File: src/rtl/sia_pkg.sv
package sia_pkg;

    localparam int SIA_AW = 64;   // full address width
    localparam int SIA_NW = 32;   // narrow address width
    localparam int SIA_DW = 32;   // displacement width
    localparam int SIA_SW = 2;    // scale code width

    typedef enum logic [1:0] {
        FORM_BASE_IDX  = 2'b00,
        FORM_IDX_ONLY  = 2'b01,
        FORM_IP_REL    = 2'b10,
        FORM_BASE_ONLY = 2'b11
    } sia_form_e;

    typedef struct packed {
        logic              valid;
        logic [SIA_AW-1:0] addr;
    } sia_state_t;

endpackage

File: src/rtl/sia_scale.sv
module sia_scale #(
    parameter int AW = 64,
    parameter int SW = 2
) (
    input  logic [AW-1:0] idx_i,
    input  logic [SW-1:0] code_i,
    output logic [AW-1:0] scaled_o
);
    localparam int NCODE = 1 << SW;

    logic [AW-1:0] cand [NCODE];

    for (genvar k = 0; k < NCODE; k++) begin : g_shift
        assign cand[k] = idx_i << k;
    end

    assign scaled_o = cand[code_i];

endmodule

File: src/rtl/sia_opnd.sv
module sia_opnd #(
    parameter int AW = 64,
    parameter int NW = 32,
    parameter int DW = 32
) (
    input  logic          wide_i,
    input  logic [AW-1:0] base_i,
    input  logic [AW-1:0] index_i,
    input  logic [AW-1:0] ip_i,
    input  logic [DW-1:0] disp_i,
    output logic [AW-1:0] mask_o,
    output logic [AW-1:0] base_o,
    output logic [AW-1:0] index_o,
    output logic [AW-1:0] ip_o,
    output logic [AW-1:0] disp_o
);
    localparam int EXT = AW - DW;
    localparam int HI  = AW - NW;

    logic [AW-1:0] narrow_mask;
    logic [AW-1:0] disp_ext;

    assign narrow_mask = {{HI{1'b0}}, {NW{1'b1}}};
    assign disp_ext    = {{EXT{disp_i[DW-1]}}, disp_i};

    always_comb begin
        mask_o  = wide_i ? {AW{1'b1}} : narrow_mask;
        base_o  = base_i  & mask_o;
        index_o = index_i & mask_o;
        ip_o    = ip_i    & mask_o;
        disp_o  = disp_ext & mask_o;
    end

endmodule

File: src/rtl/sia_sum.sv
module sia_sum #(
    parameter int AW = 64
) (
    input  logic [AW-1:0] a_i,
    input  logic [AW-1:0] b_i,
    input  logic [AW-1:0] c_i,
    input  logic [AW-1:0] mask_i,
    output logic [AW-1:0] sum_o
);
    logic [AW-1:0] raw;

    assign raw   = a_i + b_i + c_i;
    assign sum_o = raw & mask_i;

endmodule

File: src/rtl/sia_agen.sv
module sia_agen
    import sia_pkg::*;
#(
    parameter int AW = SIA_AW,
    parameter int NW = SIA_NW,
    parameter int DW = SIA_DW,
    parameter int SW = SIA_SW
) (
    input  logic          clk,
    input  logic          rst_n,
    input  logic          req_i,
    input  logic          wide_i,
    input  logic [1:0]    form_i,
    input  logic [SW-1:0] scale_i,
    input  logic [AW-1:0] base_i,
    input  logic [AW-1:0] index_i,
    input  logic [AW-1:0] ip_i,
    input  logic [DW-1:0] disp_i,
    output logic [AW-1:0] addr_o,
    output logic          valid_o
);
    logic [AW-1:0] mask;
    logic [AW-1:0] base_m;
    logic [AW-1:0] index_m;
    logic [AW-1:0] ip_m;
    logic [AW-1:0] disp_m;
    logic [AW-1:0] index_s;
    logic [AW-1:0] op_a;
    logic [AW-1:0] op_b;
    logic [AW-1:0] sum;

    sia_state_t st_d;
    sia_state_t st_q;

    sia_opnd #(.AW(AW), .NW(NW), .DW(DW)) u_opnd (
        .wide_i  (wide_i),
        .base_i  (base_i),
        .index_i (index_i),
        .ip_i    (ip_i),
        .disp_i  (disp_i),
        .mask_o  (mask),
        .base_o  (base_m),
        .index_o (index_m),
        .ip_o    (ip_m),
        .disp_o  (disp_m)
    );

    sia_scale #(.AW(AW), .SW(SW)) u_scale (
        .idx_i    (index_m),
        .code_i   (scale_i),
        .scaled_o (index_s)
    );

    // Operand selection per addressing form
    always_comb begin
        op_a = '0;
        op_b = '0;
        unique case (sia_form_e'(form_i))
            FORM_BASE_IDX: begin
                op_a = base_m;
                op_b = index_s;
            end
            FORM_IDX_ONLY: begin
                op_a = '0;
                op_b = index_s;
            end
            FORM_IP_REL: begin
                op_a = ip_m;
                op_b = '0;
            end
            FORM_BASE_ONLY: begin
                op_a = base_m;
                op_b = '0;
            end
            default: begin
                op_a = '0;
                op_b = '0;
            end
        endcase
    end

    sia_sum #(.AW(AW)) u_sum (
        .a_i    (op_a),
        .b_i    (op_b),
        .c_i    (disp_m),
        .mask_i (mask),
        .sum_o  (sum)
    );

    // Next-state computation
    always_comb begin
        st_d       = st_q;
        st_d.valid = req_i;
        if (req_i) begin
            st_d.addr = sum;
        end
    end

    always_ff @(posedge clk or negedge rst_n) begin
        if (!rst_n) begin
            st_q <= '0;
        end else begin
            st_q <= st_d;
        end
    end

    assign addr_o  = st_q.addr;
    assign valid_o = st_q.valid;

endmodule

File: config.mk
export PLATFORM = sky130hd
export DESIGN_NAME = sia_agen
export DESIGN_NICKNAME = d
export VERILOG_FILES = /design/src/rtl/sia_pkg.sv /design/src/rtl/sia_scale.sv /design/src/rtl/sia_opnd.sv /design/src/rtl/sia_sum.sv /design/src/rtl/sia_agen.sv
export SDC_FILE = /design/constraint.sdc
export NUM_CORES = 1
export LEC_CHECK = 0
export CAP_MARGIN = 20
export CORE_MARGIN = 2
export CORE_UTILIZATION = 54
export CTS_CLUSTER_DIAMETER = 100
export DETAILED_ROUTE_END_ITERATION = 10
export DONT_BUFFER_PORTS = 1
export GPL_ROUTABILITY_DRIVEN = 0
export PLACE_DENSITY = 0.7
export SYNTH_ARGS = -nofsm -noshare
export SYNTH_HDL_FRONTEND = slang
export SYNTH_SLANG_ARGS = --single-unit
File: constraint.sdc
create_clock -name clk -period 1.6 [get_ports clk]
set_clock_uncertainty 0.2 [all_clocks]
set_input_delay 0.16 -clock clk [delete_from_list [all_inputs] [get_ports clk]]
set_output_delay 0.16 -clock clk [all_outputs]
set_load 0.005 [all_outputs]
==> results of run 1 <==
-- stage by stage --
step | cell area, um2 | std cells | setup slack (ps)
detailed placement | 12800 | 1690 | -2770
global placement | 12800 | 1690 | -2710
CTS | 13800 | 1726 | -2300
global route | 14200 | 1739 | -2550
floorplan | 11000 | 1239 | -2720
finish | 14200 | 1739 | -2420
-- placed cells by master, fill, tap and decap left out, types with 7 or more instances in the layout --
cell and n:
buf_4 270, nand2_1 119, inv_1 115, mux2_2 94, dfrtp_1 65, nor2_1 62, fa_1 61, a21oi_1 54
mux2i_1 53, a21o_1 45, ha_1 36, o22a_1 29, xnor2_1 28, nand4_1 26, ha_4 25, a21oi_2 22
a22o_1 20, nand3_1 19, o21ai_0 17, or2_2 16, xor2_1 16, o21ai_2 16, buf_6 14, o21ai_1 12
clkbuf_16 11, nor3_1 10, a31oi_1 9, a22oi_1 8, buf_12 8, o22ai_2 7, o22ai_1 7, nor2_2 7
-- power by group --
group,internal [uW],total [uW],switching (uW)
Combinational,5020,9890,4870
Clock,1030,1840,811
Sequential,2220,2710,494
Total,8260,14400,6170
-- repair_timing --
action | 4_1_cts | 5_1_grt
cloned | 3 | 2
endpoints found under the hold margin | 102 | 65
endpoints found under the setup margin | 64 | 64
pin swaps | 14 | 22
buffers inserted | 16 | 11
gates resized for setup | 96 | 43
-- worst min-delay path by stage --
stage | start | endpoint | slack, ps | cells after the start
2_1_floorplan | rst_n | addr_o[0] | -340 | 0
3_3_place_gp | rst_n | addr_o[25] | -330 | 0
3_5_place_dp | rst_n | addr_o[23] | -330 | 0
4_1_cts | rst_n | addr_o[49] | -700 | 0
5_1_grt | rst_n | addr_o[23] | -700 | 0
6_report | rst_n | addr_o[23] | -700 | 0
-- worst max-delay path, cell delays in order --
cell and delay [ps]:
inv_12 10, ha_4 160, or3_4 390, buf_12 170, o22a_1 230, fa_1 500
inv_2 60, ha_4 330, nand4_4 160, or3_4 360, or4b_4 560, o211ai_4 330
nand4b_1 180, a21o_1 190, a32o_1 240
-- cells by family after synthesis --
kind of cell    Yosys count
compound gates          319
xor+xnor                 53
fa+ha+maj               129
buf+inv                 202
flops                    65
mux                     154
simple gates            317
-- layout make-up --
class	count	area, um2	area share
Timing Repair Buffer	301	2540	0.179
Sequential cell	65	1630	0.115
Inverter	122	470	0.0332
Multi-Input combinational cell	972	8960	0.632
Clock buffer	11	233	0.0164
Clock inverter	3	20.0	0.00141
Tap cell	265	332	0.0234
-- flip-flops by register name (all words and copies together) (netlist names) --
| name | cells |
|---|---|
| addr_o | 64 |
| valid_o | 1 |
-- layer usage --
metal,global-route usage,part of all wire
met3,0.0860,0.092
met2,0.594,0.47
met1,0.439,0.38
met4,0.187,0.055
met5,0,0.00079
==> flow_metrics.tcl, run 1 <==
set metrics [dict create \
    outcome "complete, but fails checks" \
    violations "negative hold slack, negative setup slack" \
    crit_start "form_i[0]" \
    synth_adder_area_share 0.199 \
    synth_warnings 0 \
    hold_viol_final 65 \
    drt_wl_total_mm 39.4 \
    critPathLaunchType "primary input" \
    yosys.area.top_type "dfrtp_1" \
    root_buffer "clkbuf_16" \
    fp.dieW_um 143 \
    r2r-end "addr_o[55]" \
    crit_required_ps 1650 \
    grt_pass1_vias 10700 \
    core_area_um2 19300 \
    rsz0062_at_grt "yes" \
    yosys.area_share.simple 0.144 \
    slew_violations 0 \
    endpoint_kind "register" \
    fin_ws_ps -2420 \
    pin_count 297 \
    finalSetupViolations 64 \
    tns_ps -126720 \
    synthDistinctLibCells 83 \
    cts_buffer_depth 2 \
    drt_iter0_drc 814 \
    fillCellCount 1352 \
    vias 10800 \
    rows 51 \
    cp.arrival_ps 4080 \
    muxShareOfSynthArea 0.159 \
    synth_compound_area_frac 0.214 \
    grt_pass1_wl_mm 56.9 \
    clk_pin_slew_ps 70 \
    die_height_um 143 \
    rr_worst_depth 1 \
    drc 0 \
    track_usage 0.361 \
    hold_path_class "in2async" \
    drt-wirelength-per-cell_um 22.6 \
    reg2reg_setup_slack_ps 470 \
    synth_xor_area_frac 0.0442 \
    clk_latency_ps 350 \
    timing.fmax_mhz 249 \
    synth_edf_count 0 \
    post-route-util 0.736 \
    layout-drive-gt1-share 0.400 \
    async_flop_share 1.00 \
    die-area_um2 20600 \
    path_class "in2reg" \
    cts.sinks 65 \
    start_util 0.545 \
    ys_seq_elements 65 \
    ys_seq_area_frac 0.155 \
    cts_tree "yes" \
    syn_to_final_growth_pct 35.0 \
    synth_top_area_frac 0.155 \
    power.leakage_uw 0.00689 \
    fin_hold_ws_ps -695 \
    hold_buffers 3 \
    grt_antenna_before_repair 2 \
    ir_drop_mv 0.685 \
    syn_avg_cell_area_um2 8.48 \
    synth_nets 1600 \
    h-tree-depth 3 \
    numCtsBuffers 9 \
    cellPowerDensity_nw_per_um2 1020 \
    hpwl_mm 28.2 \
    synth.most_common_cell "nand2_1" \
    synth_top_family_by_area "compound AO/OA/AOI/OAI gates" \
    cp-endpoint "addr_o[62]" \
    finalPower_uw 14400 \
    ys_top_cells_by_area "dfrtp_1 15%, fa_1 12%, mux2_2 11%" \
    path_max_fanout 22 \
    maxCapViolCount 0 \
    n_antenna_cell 0 \
    layout.nets 1832 \
    post-route-period-util 2.51 \
    grt_max_degree 68 \
    synth_commonest_cells "124 x nand2_1, 122 x inv_1, 100 x mux2_2" \
    syn-cell-area_um2 10500 \
    synth_cells 1239 \
    io_buffers 0 \
    slew-limit-headroom 0.644 \
    routed_via_density 6.23 \
    worst_slew_pin_slew_ps 529 \
    ys.flop_type "dfrtp_1" \
    grt_overflow 0 \
    rr_startpoint "addr_o[55]" \
    finalCriticalPeriod_ps 4020 \
    drtAntennaViolNets 0 \
    detail_route.first_pass.iterations 6 \
]
(Power assumes the default switching activity.)
==> run 2, diff against run 1 <==
--- a/config.mk
+++ b/config.mk
@@ -8,6 +8,7 @@
 export CAP_MARGIN = 20
 export CORE_MARGIN = 2
 export CORE_UTILIZATION = 54
+export CTS_BUF_LIST = sky130_fd_sc_hd__clkbuf_16
 export CTS_CLUSTER_DIAMETER = 100
 export DETAILED_ROUTE_END_ITERATION = 10
 export DONT_BUFFER_PORTS = 1
==> run 2 against run 1 <==
- the flow still finishes with violations (negative hold slack, negative setup slack)
- die area is the same
- global-route usage is the same
- sequential power about the same
- critical path depth unchanged
- core utilization is the same
- setup slack got worse by 1.7 ps
- first-iteration DRC count shrank 0.74%
- cell area unchanged
- critical endpoint unchanged
- highest routed layer unchanged
==> flow_metrics.tcl, run 2 (synthesized netlist as in run 1, its figures left out) <==
set metrics [dict create \
    ir_drop_mv 0.688 \
    layout.nets 1832 \
    die-area_um2 20600 \
    start_util 0.545 \
    routed_via_density 6.23 \
    maxCapViolCount 0 \
    cts_buffer_depth 2 \
    path_max_fanout 22 \
    numCtsBuffers 9 \
    power.leakage_uw 0.00690 \
    grt_pass1_wl_mm 56.9 \
    drt_iter0_drc 808 \
    mostFrequentLayoutCells "270 x buf_4, 119 x nand2_1, 117 x inv_1" \
    drc 0 \
    cts_tree "yes" \
    pin_count 297 \
    grt_antenna_before_repair 2 \
    rsz0062_at_grt "yes" \
    die_height_um 143 \
    path_class "in2reg" \
    hold_path_class "in2async" \
    detail_route.first_pass.iterations 5 \
    rows 51 \
    hpwl_mm 28.2 \
    track_usage 0.361 \
    clk_latency_ps 350 \
    grt_max_degree 68 \
    violations "negative hold slack, negative setup slack" \
    timing.fmax_mhz 248 \
    endpoint_kind "register" \
    cellPowerDensity_nw_per_um2 1020 \
    hold_buffers 3 \
    placed_area_um2 12800 \
    layout-drive-gt1-share 0.400 \
    cp.arrival_ps 4080 \
    finalCriticalPeriod_ps 4030 \
    slew-limit-headroom 0.644 \
    finalSetupViolations 64 \
    worst_slew_pin_slew_ps 529 \
    grt_overflow 0 \
    crit_required_ps 1650 \
    fin_ws_ps -2430 \
    cts.sinks 65 \
    grt_pass1_vias 10700 \
    post-route-period-util 2.52 \
    clk_pin_slew_ps 70 \
    stdcell_area_um2 14200 \
    hold_viol_final 65 \
    mostFrequentLayoutCell "buf_4" \
    core_area_um2 19300 \
    fin_hold_ws_ps -697 \
    root_buffer "clkbuf_16" \
    critPathLaunchType "primary input" \
    drt_wl_total_mm 39.4 \
    fp.dieW_um 143 \
    post-place-ws_ps -2770 \
    n_antenna_cell 0 \
    syn_to_final_growth_pct 35.0 \
    vias 10800 \
    outcome "complete, but fails checks" \
    drt-wirelength-per-cell_um 22.7 \
    h-tree-depth 3 \
    io_buffers 0 \
    slew_violations 0 \
    largest_reg_flops 64 \
    finalPower_uw 14400 \
    drtAntennaViolNets 0 \
]
run 2: cell type report:
type / count / area (um2)
Fill cell: 1352 / 5090
Inverter: 122 / 470
Clock inverter: 5 / 27.5
Sequential cell: 65 / 1630
Timing Repair Buffer: 301 / 2540
Tap cell: 265 / 332
Clock buffer: 9 / 225
Multi-Input combinational cell: 972 / 8960
run 2: worst paths after layout:
check,startpoint,endpoint,slack [ps],depth (start not counted)
min in group clk,req_i,addr_o[55],10,3
worst min-delay path,rst_n,addr_o[23],-700,0
worst max-delay path,form_i[0],addr_o[62],-2430,15
worst min register to register,addr_o[53],addr_o[53],330,1
max in group asynchronous,rst_n,addr_o[3],1740,0
worst max register to register,addr_o[55],addr_o[55],470,1
run 2: per-layer routing:
| layer | part of all wire | GRT usage | vias to the layer above |
|---|---|---|---|
| li1 | - | - | 4856 |
| met1 | 0.38 | 0.439 | 5199 |
| met2 | 0.47 | 0.594 | 609 |
| met3 | 0.090 | 0.0860 | 169 |
| met4 | 0.056 | 0.187 | 4 |
| met5 | 0.00079 | 0 | - |
run 2: report_power, final:
| group | internal, uW | switching (uW) |
|---|---|---|
| combinational | 5020 | 4870 |
| clock | 1020 | 812 |
| sequential | 2220 | 494 |
| total | 8250 | 6180 |
run 2: stage by stage:
stage | utilization | setup TNS, ps | instances
2_1_floorplan | - | -131330 | 1239
6_report | 0.736 | -126690 | 1739
3_3_place_gp | 0.666 | -144040 | 1690
3_5_place_dp | 0.666 | -147200 | 1690
4_1_cts | 0.718 | -121010 | 1726
5_1_grt | 0.736 | -134160 | 1739
run 2: worst max-delay path: stages:
cell,delay (ps)
inv_12,10
ha_4,160
or3_4,390
buf_12,170
o22a_1,230
fa_1,500
inv_2,60
ha_4,340
nand4_4,160
or3_4,360
or4b_4,560
o211ai_4,330
nand4b_1,180
a21o_1,190
a32o_1,240
run 2: what timing repair did:
item                                   CTS  global route
pin swaps                               14            22
resized for setup                       96            43
buffers inserted                        16            11
endpoints found under the hold margin  102            65
gates cloned                             3             2
setup endpoints to repair               64            64
==> run 3, diff against run 2 <==
--- a/config.mk
+++ b/config.mk
@@ -16,4 +16,5 @@
 export PLACE_DENSITY = 0.7
 export SYNTH_ARGS = -nofsm -noshare
 export SYNTH_HDL_FRONTEND = slang
+export SYNTH_HIERARCHICAL = 1
 export SYNTH_SLANG_ARGS = --single-unit
==> run 3 against run 2 <==
- non-clock buffer count decreased by 15
- combinational power decreased by 8.8%
- sequential share of layout area decreased by 0.88 points
- register-to-register slack improved by 80 ps
- first-iteration DRC count decreased by 32%
- the run still ends with negative hold slack, negative setup slack left
- final cell count increased by 8.1%
- global-route usage decreased by 11 points
- worst hold slack improved by 12 ps
- total power decreased by 4.8%
==> flow_metrics.tcl, run 3 <==
set metrics [dict create \
    outcome "complete, but fails checks" \
    violations "negative hold slack, negative setup slack" \
    ys_seq_area_frac 0.121 \
    crit_slowest_cell "fa_1" \
    grt_pass1_wl_mm 54.1 \
    drtAntennaViolNets 0 \
    layout-drive-gt1-share 0.354 \
    r2r-end "addr_o[48]" \
    synthDistinctLibCells 80 \
    core_area_um2 24400 \
    grt_pass1_vias 10600 \
    power.leakage_uw 0.00735 \
    hpwl_mm 26.7 \
    path_cells "inv_8 -> ha_4 -> buf_12 -> buf_8 -> a22oi_2 -> nor2_2 -> fa_1 -> ha_4 -> nand4_1 -> nor2_4 -> nand4bb_1 -> buf_4 -> a2111oi_4 -> a21oi_4 -> o32ai_4 -> o211ai_1 -> buf_4 -> a21oi_2 -> and3b_1 -> mux2_4" \
    track_usage 0.254 \
    root_buffer "clkbuf_16" \
    slew_violations 0 \
    mostFrequentLayoutCells "243 x buf_4, 204 x and2_1, 127 x mux2i_1" \
    start_util 0.553 \
    path_max_fanout 5 \
    fp.dieW_um 162 \
    rr_worst_depth 1 \
    numCtsBuffers 9 \
    pin_count 297 \
    io_buffers 0 \
    crit_start "form_i[0]" \
    detail_route.first_pass.iterations 5 \
    maxCapViolCount 0 \
    async_flop_share 1.00 \
    syn-cell-area_um2 13500 \
    grt_overflow 0 \
    path_class "in2reg" \
    reg2reg_setup_slack_ps 550 \
    ir_drop_mv 0.622 \
    layout.nets 1913 \
    finalCriticalPeriod_ps 4070 \
    synth.most_common_cell "buf_4" \
    cts_tree "yes" \
    grt_antenna_before_repair 1 \
    finalSetupViolations 64 \
    synth_top_area_frac 0.126 \
    yosys.area.top_type "buf_4" \
    grt_max_degree 137 \
    endpoint_kind "register" \
    drt_iter0_drc 553 \
    ys.flop_type "dfrtp_1" \
    ys_seq_elements 65 \
    synth_warnings 6 \
    critPathMaxStageDelay_ps 500 \
    cts.sinks 65 \
    synth_commonest_cells "227 x buf_4, 211 x and2_1, 127 x mux2i_1" \
    hold_viol_final 130 \
    die-area_um2 26300 \
    cts_buffer_depth 2 \
    synth_cells 1531 \
    syn_avg_cell_area_um2 8.81 \
    timing.fmax_mhz 246 \
    rsz0062_at_grt "yes" \
    critPathLaunchType "primary input" \
    vias 10500 \
    drt-wirelength-per-cell_um 18.5 \
    cp-endpoint "addr_o[56]" \
    crit_required_ps 1620 \
    fin_ws_ps -2470 \
    fin_cells 1880 \
    routed_via_density 5.61 \
    h-tree-depth 3 \
    post-route-period-util 2.54 \
    cellPowerDensity_nw_per_um2 894 \
    mostFrequentLayoutCell "buf_4" \
    drc 0 \
    cp.arrival_ps 4090 \
    worst_slew_pin_slew_ps 527 \
    n_antenna_cell 0 \
    drt_wl_total_mm 34.8 \
    rows 57 \
    clk_latency_ps 340 \
    ys_top_cells_by_area "buf_4 13%, dfrtp_1 12%, and2_1 9.8%" \
    fin_hold_ws_ps -685 \
    slew-limit-headroom 0.645 \
    syn_to_final_growth_pct 13.9 \
    synth_edf_count 0 \
    hold_path_class "in2async" \
    die_height_um 162 \
    rr_startpoint "addr_o[48]" \
    largest_reg_flops 64 \
    post-place-cells 1826 \
    clk_pin_slew_ps 60 \
]
[run 3: cell types whose count changed after synthesis, sizes merged, moves of 20 or more]
cell	change
mux2i	+73
nand2	-56
inv	-107
clkbuf	-39
a22oi	+57
o22a	-29
nor2	+37
mux2	-36
buf	+266
and2	+207
a22o	-20
[run 3: metal layers]
layer  global-route usage  vias to the layer above  routed length [um]
met5                    0                        -                   0
met2                0.447                      357               17100
met3               0.0437                       60                2000
met4               0.0784                        0                 864
met1                0.318                     5016               14800
li1                     -                     5107                   -
[run 3: final cells by class]
cell class	count	area, um2
multi-input combinational	1175	10600
fill	1968	9030
timing repair buffer	286	2370
sequential	65	1630
tap	324	405
clock buffer	9	225
clock inverter	6	83.8
inverter	15	63.8
[run 3: report_power, final]
part	internal (uW)	switching [uW]	total, uW
Clock	1350	768	2110
Sequential	2110	485	2600
Combinational	4880	4140	9020
Total	8340	5390	13700
[run 3: worst min path at each step]
stage                      from          to  slack [ps]  cells past startpoint
after floorplan           rst_n   addr_o[0]        -340                      0
after global placement    rst_n  addr_o[19]        -330                      0
after detailed placement  rst_n  addr_o[22]        -330                      0
after CTS                 rst_n   addr_o[0]        -700                      0
after global routing      rst_n  addr_o[39]        -700                      0
final                     rst_n  addr_o[38]        -690                      0
[run 3: kinds of logic (layout without fill, tap and decap cells)]
group / after synthesis / after routing / synth area share
DFF: 65 / 65 / 0.121
adders and majority gates: 129 / 129 / 0.155
other: 1 / 32 / 0.000278
AOI/OAI and AO/OA: 294 / 294 / 0.155
xor gates and xnor gates: 48 / 48 / 0.0312
buffers and inverters: 322 / 316 / 0.179
and+or+nand+nor: 480 / 480 / 0.192
muxes: 192 / 192 / 0.166
[run 3: per-stage QoR]
step	total power, uW	cell area [um2]	util	TNS (ps)	setup WS [ps]
after floorplan	8210	14000	-	-120880	-2420
after global placement	10000	13800	0.567	-144590	-2850
after detailed placement	10200	13800	0.567	-150120	-2970
after CTS	13000	14800	0.606	-123540	-2410
after global routing	14600	15400	0.630	-136180	-2620
final	13700	15400	0.630	-129070	-2470
[run 3: what timing repair did]
| item | CTS | global route |
|---|---|---|
| gates cloned | 0 | 0 |
| setup endpoints to repair | 64 | 64 |
| hold endpoints to repair | 130 | 130 |
| pin swaps | 75 | 111 |
| buffers inserted | 28 | 26 |
| gates resized for setup | 97 | 99 |
[run 3: critical path: cells and delay by family]
family                   cells  cell delay [ps]
multiplexers                 1              250
AO/OA/AOI/OAI                6             1260
adder cells (fa/ha/maj)      3             1070
buffers and inverters        5              650
AND/OR/NAND/NOR              5              680
